[config.mk]
export PLATFORM = sky130hd
export DESIGN_NAME = xbar_neuro_sched
export DESIGN_NICKNAME = d
export VERILOG_FILES = /design/src/rtl/xbar_sched_pkg.sv /design/src/rtl/xbar_cell.sv /design/src/rtl/xbar_legalize.sv /design/src/rtl/xbar_neuro_sched.sv
export SDC_FILE = /design/constraint.sdc
export NUM_CORES = 2
export LEC_CHECK = 0
export ABC_AREA = 1
export BUFFER_PORTS_ARGS = -buffer_cell sky130_fd_sc_hd__buf_4
export CORE_MARGIN = 5
export CORE_UTILIZATION = 35
export DETAILED_ROUTE_END_ITERATION = 12
export PLACE_DENSITY_LB_ADDON = 0.08
export SLEW_MARGIN = 25
export SYNTH_ARGS = -nofsm -noshare
export SYNTH_HDL_FRONTEND = slang
export SYNTH_SLANG_ARGS = --single-unit
[constraint.sdc]
create_clock -name clk -period 11.28 [get_ports clk]
set_clock_uncertainty 0.1 [all_clocks]
set_input_delay 1.692 -clock clk [delete_from_list [all_inputs] [get_ports clk]]
set_output_delay 1.692 -clock clk [all_outputs]
set_load 0.02 [all_outputs]
[src/rtl/xbar_sched_pkg.sv]
// Shared types for the neural crossbar scheduler.
package xbar_sched_pkg;
    typedef enum logic {
        PH_IDLE = 1'b0,
        PH_RUN  = 1'b1
    } phase_t;
endpackage

[src/rtl/xbar_cell.sv]
// One crosspoint neuron: computes its inhibited sum from the current row and
// column states and decides its next single-bit state.
// Assumes row_v and col_v include this neuron's own state bit.
module xbar_cell #(
    parameter int N  = 4,
    parameter int PW = 2,
    parameter int WW = 6
) (
    input  logic                 req_b,
    input  logic                 on_b,
    input  logic [N-1:0]         row_v,
    input  logic [N-1:0]         col_v,
    input  logic [PW-1:0]        prio_b,
    input  logic [WW-1:0]        wt_row,
    input  logic [WW-1:0]        wt_col,
    input  logic [WW-1:0]        wt_prio,
    input  logic signed [WW-1:0] bias,
    output logic                 nxt_b
);
    localparam int CW = $clog2(N + 1);
    localparam int SW = WW + PW + CW + 3;

    logic [CW-1:0]        row_cnt, col_cnt;
    logic [WW+PW-1:0]     p_prod;
    logic [WW+CW-1:0]     r_prod, c_prod;
    logic signed [SW-1:0] sum;

    // Count active competitors, form weighted terms and apply the threshold.
    always_comb begin
        row_cnt = CW'($countones(row_v)) - {{(CW-1){1'b0}}, on_b};
        col_cnt = CW'($countones(col_v)) - {{(CW-1){1'b0}}, on_b};
        p_prod  = wt_prio * prio_b;
        r_prod  = wt_row * row_cnt;
        c_prod  = wt_col * col_cnt;
        sum     = SW'(bias)
                + $signed({{(SW-WW-PW){1'b0}}, p_prod})
                - $signed({{(SW-WW-CW){1'b0}}, r_prod})
                - $signed({{(SW-WW-CW){1'b0}}, c_prod});
        nxt_b   = req_b & ((sum > 0) | (on_b & (sum == 0)));
    end
endmodule

[src/rtl/xbar_legalize.sv]
// Turns a possibly conflicting neuron state into a legal, maximal matching:
// row resolution, then column resolution (highest priority, lowest index),
// then a row-major fill of requests whose input and output are both free.
// Purely combinational.
module xbar_legalize #(
    parameter int N  = 4,
    parameter int PW = 2,
    localparam int NN = N * N
) (
    input  logic [NN-1:0]    on_v,
    input  logic [NN-1:0]    req_v,
    input  logic [NN*PW-1:0] prio_v,
    output logic [NN-1:0]    grant_v
);
    logic [NN-1:0] row_keep, col_keep;

    // Keep one neuron per row: highest priority, lowest output index on tie.
    function automatic logic [NN-1:0] row_pass(input logic [NN-1:0] v,
                                               input logic [NN*PW-1:0] p);
        logic [NN-1:0] r;
        logic          found;
        logic [PW-1:0] bp;
        int            bj;
        r = '0;
        for (int i = 0; i < N; i++) begin
            found = 1'b0;
            bp    = '0;
            bj    = 0;
            for (int j = 0; j < N; j++) begin
                if (v[i*N+j] && (!found || p[(i*N+j)*PW +: PW] > bp)) begin
                    found = 1'b1;
                    bp    = p[(i*N+j)*PW +: PW];
                    bj    = j;
                end
            end
            if (found) r[i*N+bj] = 1'b1;
        end
        return r;
    endfunction

    // Keep one neuron per column: highest priority, lowest input index on tie.
    function automatic logic [NN-1:0] col_pass(input logic [NN-1:0] v,
                                               input logic [NN*PW-1:0] p);
        logic [NN-1:0] r;
        logic          found;
        logic [PW-1:0] bp;
        int            bi;
        r = '0;
        for (int j = 0; j < N; j++) begin
            found = 1'b0;
            bp    = '0;
            bi    = 0;
            for (int i = 0; i < N; i++) begin
                if (v[i*N+j] && (!found || p[(i*N+j)*PW +: PW] > bp)) begin
                    found = 1'b1;
                    bp    = p[(i*N+j)*PW +: PW];
                    bi    = i;
                end
            end
            if (found) r[bi*N+j] = 1'b1;
        end
        return r;
    endfunction

    // Add every request with a free input and output, in ascending bit order.
    function automatic logic [NN-1:0] fill_pass(input logic [NN-1:0] v,
                                                input logic [NN-1:0] rq);
        logic [NN-1:0] r;
        logic [N-1:0]  ru, cu;
        r  = v;
        ru = '0;
        cu = '0;
        for (int k = 0; k < NN; k++) begin
            if (v[k]) begin
                ru[k / N] = 1'b1;
                cu[k % N] = 1'b1;
            end
        end
        for (int k = 0; k < NN; k++) begin
            if (rq[k] && !ru[k / N] && !cu[k % N]) begin
                r[k]      = 1'b1;
                ru[k / N] = 1'b1;
                cu[k % N] = 1'b1;
            end
        end
        return r;
    endfunction

    // Chain the three passes.
    always_comb begin
        row_keep = row_pass(on_v, prio_v);
        col_keep = col_pass(row_keep, prio_v);
        grant_v  = fill_pass(col_keep, req_v);
    end
endmodule

[src/rtl/xbar_neuro_sched.sv]
// Neural crossbar scheduler top: latches a request set on start, iterates the
// neuron grid one synchronous step per clock until stable or MAX_IT steps,
// then legalizes the result and strobes done for one cycle.
// Assumes start is only meaningful while idle; it is ignored otherwise.
module xbar_neuro_sched
    import xbar_sched_pkg::*;
#(
    parameter int N      = 4,
    parameter int PW     = 2,
    parameter int WW     = 6,
    parameter int MAX_IT = 2 * N,
    localparam int NN    = N * N,
    localparam int ITW   = $clog2(MAX_IT + 1)
) (
    input  logic                 clk,
    input  logic                 rst_n,
    input  logic                 start,
    input  logic [NN-1:0]        req,
    input  logic [NN*PW-1:0]     prio,
    input  logic [WW-1:0]        wt_row,
    input  logic [WW-1:0]        wt_col,
    input  logic [WW-1:0]        wt_prio,
    input  logic signed [WW-1:0] bias,
    output logic                 busy,
    output logic                 done,
    output logic [NN-1:0]        grant,
    output logic [ITW-1:0]       iters
);
    phase_t                phase_q;
    logic [NN-1:0]         state_q, req_q, nxt_v, legal_v, grant_q;
    logic [NN*PW-1:0]      prio_q;
    logic [WW-1:0]         wr_q, wc_q, wp_q;
    logic signed [WW-1:0]  bias_q;
    logic [ITW-1:0]        it_q, iters_q;
    logic                  done_q;
    logic                  settled, at_limit;

    for (genvar gi = 0; gi < N; gi++) begin : g_row
        for (genvar gj = 0; gj < N; gj++) begin : g_col
            logic [N-1:0] cv;
            // Gather this neuron's column from the row-major state vector.
            always_comb begin
                for (int r = 0; r < N; r++) cv[r] = state_q[r*N+gj];
            end
            xbar_cell #(.N(N), .PW(PW), .WW(WW)) u_cell (
                .req_b  (req_q[gi*N+gj]),
                .on_b   (state_q[gi*N+gj]),
                .row_v  (state_q[gi*N +: N]),
                .col_v  (cv),
                .prio_b (prio_q[(gi*N+gj)*PW +: PW]),
                .wt_row (wr_q),
                .wt_col (wc_q),
                .wt_prio(wp_q),
                .bias   (bias_q),
                .nxt_b  (nxt_v[gi*N+gj])
            );
        end
    end

    xbar_legalize #(.N(N), .PW(PW)) u_legal (
        .on_v   (nxt_v),
        .req_v  (req_q),
        .prio_v (prio_q),
        .grant_v(legal_v)
    );

    // Termination conditions for the current iteration.
    always_comb begin
        settled  = (nxt_v == state_q);
        at_limit = (it_q == ITW'(MAX_IT - 1));
    end

    // Phase control, iteration stepping and result capture.
    always_ff @(posedge clk) begin
        if (!rst_n) begin
            phase_q <= PH_IDLE;
            state_q <= '0;
            req_q   <= '0;
            prio_q  <= '0;
            wr_q    <= '0;
            wc_q    <= '0;
            wp_q    <= '0;
            bias_q  <= '0;
            it_q    <= '0;
            iters_q <= '0;
            grant_q <= '0;
            done_q  <= 1'b0;
        end else begin
            done_q <= 1'b0;
            if (phase_q == PH_IDLE) begin
                if (start) begin
                    req_q   <= req;
                    prio_q  <= prio;
                    wr_q    <= wt_row;
                    wc_q    <= wt_col;
                    wp_q    <= wt_prio;
                    bias_q  <= bias;
                    state_q <= req;
                    it_q    <= '0;
                    phase_q <= PH_RUN;
                end
            end else begin
                state_q <= nxt_v;
                it_q    <= it_q + 1'b1;
                if (settled || at_limit) begin
                    grant_q <= legal_v;
                    iters_q <= it_q + 1'b1;
                    done_q  <= 1'b1;
                    phase_q <= PH_IDLE;
                end
            end
        end
    end

    // Drive outputs from registers.
    always_comb begin
        busy  = (phase_q == PH_RUN);
        done  = done_q;
        grant = grant_q;
        iters = iters_q;
    end
endmodule

# Yosys cells after proc, flatten, opt, wreduce, memory -nomap -nowiden
# Cells that the tools add are included.
dict set report word_totals {
  regBits 114
  input_bits 75
  output_inout_bits 22
  wordCells 632
}
dict set report op_classes {
  n_addsub 111
  mul 48
  n_lt_le_gt_ge 56
  n_eq_ne 2
  mux 183
  bitwise_logic 55
  reduce_logical 165
}
# op n
set op_table {}
lappend op_table {{$logic_not 32->1} 16}
lappend op_table {{$sub 14x10->14} 32}
lappend op_table {{$mul 6x3->9} 32}
lappend op_table {{$ge 32x1->1 const B} 7}
lappend op_table {{$gt 14x1->1 const B} 16}
lappend op_table {{$lt 32x6->1 const B} 7}
lappend op_table {{$add 6x9->10} 16}
lappend op_table {{$mux 16} 9}
lappend op_table {{$mul 6x2->8} 16}
lappend op_table {{$mux 1} 123}
lappend op_table {{$sub 3x1->3} 32}
lappend op_table {{$or 16x16->16} 5}
lappend op_table {{$mux 2} 38}
lappend op_table {{$logic_and 1x1->1} 64}
lappend op_table {{$mux 32} 2}
lappend op_table {{$logic_not 1->1} 56}
lappend op_table {{$gt 2x2->1} 24}
lappend op_table {{$add 1x1->2} 16}
lappend op_table {{$and 1x1->1} 32}
lappend op_table {{$demux 1 s4} 7}
lappend op_table {{$logic_or 1x1->1} 25}
lappend op_table {{$add 3x3->3} 8}
lappend op_table {{$eq 16x16->1} 1}
lappend op_table {{$or 1x1->1} 16}
lappend op_table {{15 further kinds} 20}

# Longest topological paths before layout
dict set report logic_depth {
  depth_word 87
  mapped_depth 99
}

# Modules after synthesis
# Synthesis repeated with hierarchy kept, for this count alone.
dict set report unflattened {
  cells_unflattened 7000
  hier_area_um2 45865.2
}
# mod n_inst cells_per_inst area_per_inst_um2 seq_area_each_um2
set by_module_without_submodules {}
lappend by_module_without_submodules {{xbar_cell (g_row[0].g_col[0].u_cell ...)} 10 365 2409.8 0.0}
lappend by_module_without_submodules {{xbar_cell (g_row[3].g_col[2].u_cell ...)} 2 368 2408.6 0.0}
lappend by_module_without_submodules {xbar_neuro_sched 1 613 4481.8 2282.2}
lappend by_module_without_submodules {xbar_legalize 1 499 2661.3 0.0}
lappend by_module_without_submodules {{xbar_cell (g_row[3].g_col[0].u_cell)} 1 370 2467.4 0.0}
lappend by_module_without_submodules {{xbar_cell (g_row[3].g_col[1].u_cell)} 1 387 2466.1 0.0}
lappend by_module_without_submodules {{xbar_cell (g_row[2].g_col[2].u_cell)} 1 378 2446.1 0.0}
lappend by_module_without_submodules {{xbar_cell (g_row[2].g_col[3].u_cell)} 1 367 2427.3 0.0}

# Worst setup path after synthesis
# No wires, ideal clock.
dict set report synth_timing {
  kind {register -> register}
  start {reg state_q[2]}
  end {reg grant_q[15], in the netlist grant[15]}
  setup_time_ns 0.122
  t_arrival_ns 11.600
  required_ns 11.058
  slack_ns -0.542
  stages_incl_launch_ff 92
  path_buffers 0
  period_less_slack_ns 11.822
  path_cell_list {dfxtp_1 -> ha_1 -> ha_1 -> fa_1 -> inv_1 -> ha_1 -> or2_2 -> nand2_1 -> inv_1 -> nand2_1 -> fa_1 -> inv_1 -> ha_1 -> nand2_1 -> nor2_1 -> a211oi_1 -> nor2_1 -> o21ai_0 -> [... 56 more ...] -> inv_1 -> nor2_1 -> o21ai_0 -> o221ai_2 -> a21oi_1 -> nor2_4 -> nand4_2 -> nand2_1 -> nor2_2 -> nand2_1 -> nand3_1 -> nor2_2 -> nand2_2 -> nand2_1 -> nor2_1 -> nand2_2 -> nand3_2 -> a21oi_2}
}
dict set report synth_via {
  elab_chain_len 87
  word_cells_on_any_way 389
  cone_classes {add/sub: 29; mul: 8; order compare: 41; eq/ne: 1; mux: 145; bitwise: 27; reduce/logical: 138}
}
# element line_no
set synth_lines {}
lappend synth_lines {{from (decl)} xbar_neuro_sched.sv:30} ;# logic [NN-1:0] state_q, req_q, nxt_v, legal_v, grant_q;
lappend synth_lines {{from (signal assigned)} xbar_neuro_sched.sv:98} ;# state_q <= req;
lappend synth_lines {{from (signal assigned)} xbar_neuro_sched.sv:103} ;# state_q <= nxt_v;
lappend synth_lines {{branches (longest 87 deep; another with $sub 14x10->14)} --}
lappend synth_lines {{to (signal assigned)} xbar_neuro_sched.sv:106} ;# grant_q <= legal_v;
lappend synth_lines {{to (decl)} xbar_neuro_sched.sv:30}
# Several ways; the timed one is not identified.
# A chain may end at the register's enable or synchronous reset.

# Worst setup path in the final report
dict set report layout_timing {
  start {reg state_q[0]}
  end {reg grant_q[13], in the netlist grant[13]}
}
dict set report layout_via {
  elab_chain_len 79
  word_cells_on_any_way 371
  cone_classes {add/sub: 29; mul: 8; order compare: 47; eq/ne: 1; mux: 138; bitwise: 27; reduce/logical: 121}
}
# element
set layout_lines {}
lappend layout_lines {{branches (longest 79 deep; another with $sub 14x10->14)}}
# Several ways; the timed one is not identified.

==> impl_metrics.yaml <==
status:
  outcome: "complete, but fails checks"
  violations: "negative setup slack"
cts:
  clock_path_buffers: 2
  numCtsBuffers: 17
  cts_tree: "yes"
  root_buffer: "clkbuf_16"
  cts_sinks: 114
  cts_hold_buffers: 0
  clock_latency_ns: 0.50
  cts_htree_levels: 4
  cts.clk_slew.worst_paths_ns: 0.07
drt:
  drtIter0Drc: 2671
  vias_per_cell: 4.803
  ant_nets: 0
  wl_microns: 163600
  drc: 0
  dr.pass1.iters: 6
  vias: 43067
  wire_per_inst_microns: 18.25
global_route:
  globalRouteOverflowTotal: 0
  grt_usage: 0.2366
  grt_pass1_vias: 41773
  antenna_found_initial: 11
  grt_max_degree: 57
  grt_pass1_wl_microns: 244900
finish:
  fin_nets: 8499
  fin_area_sq_um: 52000
  syn_to_final_growth_pct: 15.36
  drive_above_1_share: 0.1351
  post-route-util: 0.4068
floorplan:
  die_w_microns: 368.9
  die_y_microns: 368.9
  io_pins: 97
  core_region_area_sq_um: 127800
  die_area_sq_um: 136100
  row_count: 131
  start_util: 0.3526
synthesis:
  yosys_warnings: 0
  synth_ff_type: "dfxtp_1"
  async_reset_ff_frac: 0
  synth.net_count: 8116
  ys_seq_elements: 114
  synth_top_area_frac: 0.2204
  synth_cell_types: 55
  synth_edf_count: 0
  synth_area_sq_um: 45080
  synth.top_cells.by_area: "ha_1 (22%), fa_1 (15%), nand2_1 (13%)"
  synth-seq-area-share: 0.05063
  syn_inst: 6903
  synth.avg_cell_area_sq_um: 6.530
  synth_area_leader_cell: "ha_1"
critical_path:
  crit_family: "adder cells"
  path_buf_inv: 30
  endpoint_kind: "flop"
  required_ns: 11.60
  slowest_delay_ns: 0.52
  worstPathArrival_ns: 12.02
  worstSetupPathType: "flop to flop"
  start_kind: "flop"
  slowest_stage: "fa_1"
  path_max_fanout: 5
  crit_top_cell: "buf_4"
placement:
  dp_hpwl_microns: 135500
  gp_congestion: 0.9075
  port_buffers: 96
  placed_cell_area_sq_um: 50100
timing:
  worst_pin_slew_ns: 0.8594
  layout_min_cycle_time_ns: 11.69
  rsz0062_at_grt: "yes"
  fmax_mhz: 85.51
  finalHoldViolCount: 0
  timing.final.ws_setup_ns: -0.4139
  setup_viol: 13
  fin_setup_tns_ns: -3.145
  relSlewSlack: 0.4257
  drv_slew: 0
  worst_hold_slack_ns: 0.3699
  period_share: 1.037
hold_path:
  hold_path.class: "flop to flop"
job:
  drv_cap: 0
power:
  p_leak_nw: 30.94
  power-per-cell-area_nw_per_um2: 119.7
  ir_drop_mv: 0.1188
[cell type report]
cell class | instances | area [sq um]
tap | 1662 | 2079
timing repair buffer | 495 | 3766
antenna | 5 | 12.51
clock buffer | 19 | 442.9
fill | 13817 | 75850
inverter | 1607 | 6053
clock inverter | 13 | 103.9
sequential | 114 | 2328
multi-input combinational | 5051 | 37220
[sequential cells by signal (all words and copies together) (netlist names)]
name and flops:
done 1, wc_q 6, iters 4, grant 16, state_q 16, it_q 4, busy 1, bias_q 6
wr_q 6, prio_q 32, req_q 16, wp_q 6
[what timing repair did]
action	4_1_cts	5_1_grt
buffers inserted	38	25
pin swaps	97	160
resized for setup	97	155
endpoints found under the setup margin	16	16
[placed cells by master, fill, tap and decap left out, types with 17 or more instances in the layout]
cell type / count
o21ai_1: 34
o21ai_2: 25
nor2_1: 525
a21oi_2: 37
clkbuf_16: 17
buf_4: 485
a31oi_1: 49
nand2_1: 1568
a21o_1: 46
ha_4: 30
nor2_2: 38
nand2_4: 24
or2_2: 31
xor2_1: 256
a21oi_1: 368
nand3b_1: 28
nand3_2: 25
dfxtp_1: 87
o21ai_0: 184
nand2_2: 89
fa_1: 341
o21bai_1: 47
inv_1: 1525
nand4_1: 74
nand3_1: 261
dfxtp_2: 22
ha_1: 762
xnor2_1: 95
inv_2: 68
[Yosys cell counts, types with 46 or more instances]
| library cell | number |
|---|---|
| o21bai_1 | 48 |
| xor2_1 | 258 |
| xnor2_1 | 96 |
| a21o_1 | 46 |
| inv_1 | 1565 |
| a31oi_1 | 49 |
| dfxtp_1 | 114 |
| fa_1 | 344 |
| nand2_1 | 1609 |
| nand4_1 | 74 |
| ha_1 | 794 |
| a21oi_1 | 391 |
| nor2_1 | 551 |
| clkbuf_1 | 116 |
| o21ai_0 | 229 |
| nand3_1 | 265 |
| nand2_2 | 58 |
[power breakdown]
group	leakage (nW)	internal, W	switching [W]
clock network	0.261	0.000288	0.000254
logic	29.7	0.00196	0.00321
registers	0.948	0.000435	0.0000782
[worst register-to-register path: cells and delay by family, from the launching register on]
| family | cells | cell delay (ns) |
|---|---|---|
| AO/OA/AOI/OAI | 11 | 1.19 |
| buffers and inverters | 30 | 2.93 |
| adder cells (fa/ha/maj) | 12 | 3.59 |
| AND/OR/NAND/NOR | 36 | 3.27 |
| flip-flops | 1 | 0.38 |
| XOR/XNOR | 1 | 0.16 |
[final timing paths]
path | from | endpoint | slack [ns] | cells after the start
max reg2reg | state_q[0]$_SDFFE_PN0P_ | grant[13]$_SDFFE_PN0P_ | -0.41 | 90
min | iters[3]$_SDFFE_PN0P_ | iters[3]$_SDFFE_PN0P_ | 0.37 | 2
max | state_q[0]$_SDFFE_PN0P_ | grant[13]$_SDFFE_PN0P_ | -0.41 | 90
min reg2reg | iters[3]$_SDFFE_PN0P_ | iters[3]$_SDFFE_PN0P_ | 0.37 | 2
[routing by layer]
metal	track usage	routed length (microns)	vias up
li1	-	-	22062
met1	0.3195	76310	20011
met2	0.3887	72880	816
met3	0.03388	8412	174
met4	0.07697	6011	4
met5	0	25	-
[per-stage QoR]
stage               setup slack (ns)  std cells  power, W
global route                  -1.085       8961  0.006983
floorplan                    0.02424       6903  0.004062
detailed placement            -1.001       8871  0.005494
finish                       -0.4139       8966  0.006223
CTS                          -0.4172       8941  0.006158
global placement             -0.7020       8871  0.005494
[cells by family (layout without fill, tap and decap cells)]
logic type,Yosys count,in the layout,share of synthesized area
AO/OA/AOI/OAI,833,833,0.1042
flip-flops,114,114,0.05063
buffers and inverters,1738,2134,0.1454
AND/OR/NAND/NOR,2721,2721,0.2560
XOR/XNOR,359,359,0.07058
other,0,5,0
adder cells (fa/ha/maj),1138,1138,0.3731
(Power assumes the default switching activity.)
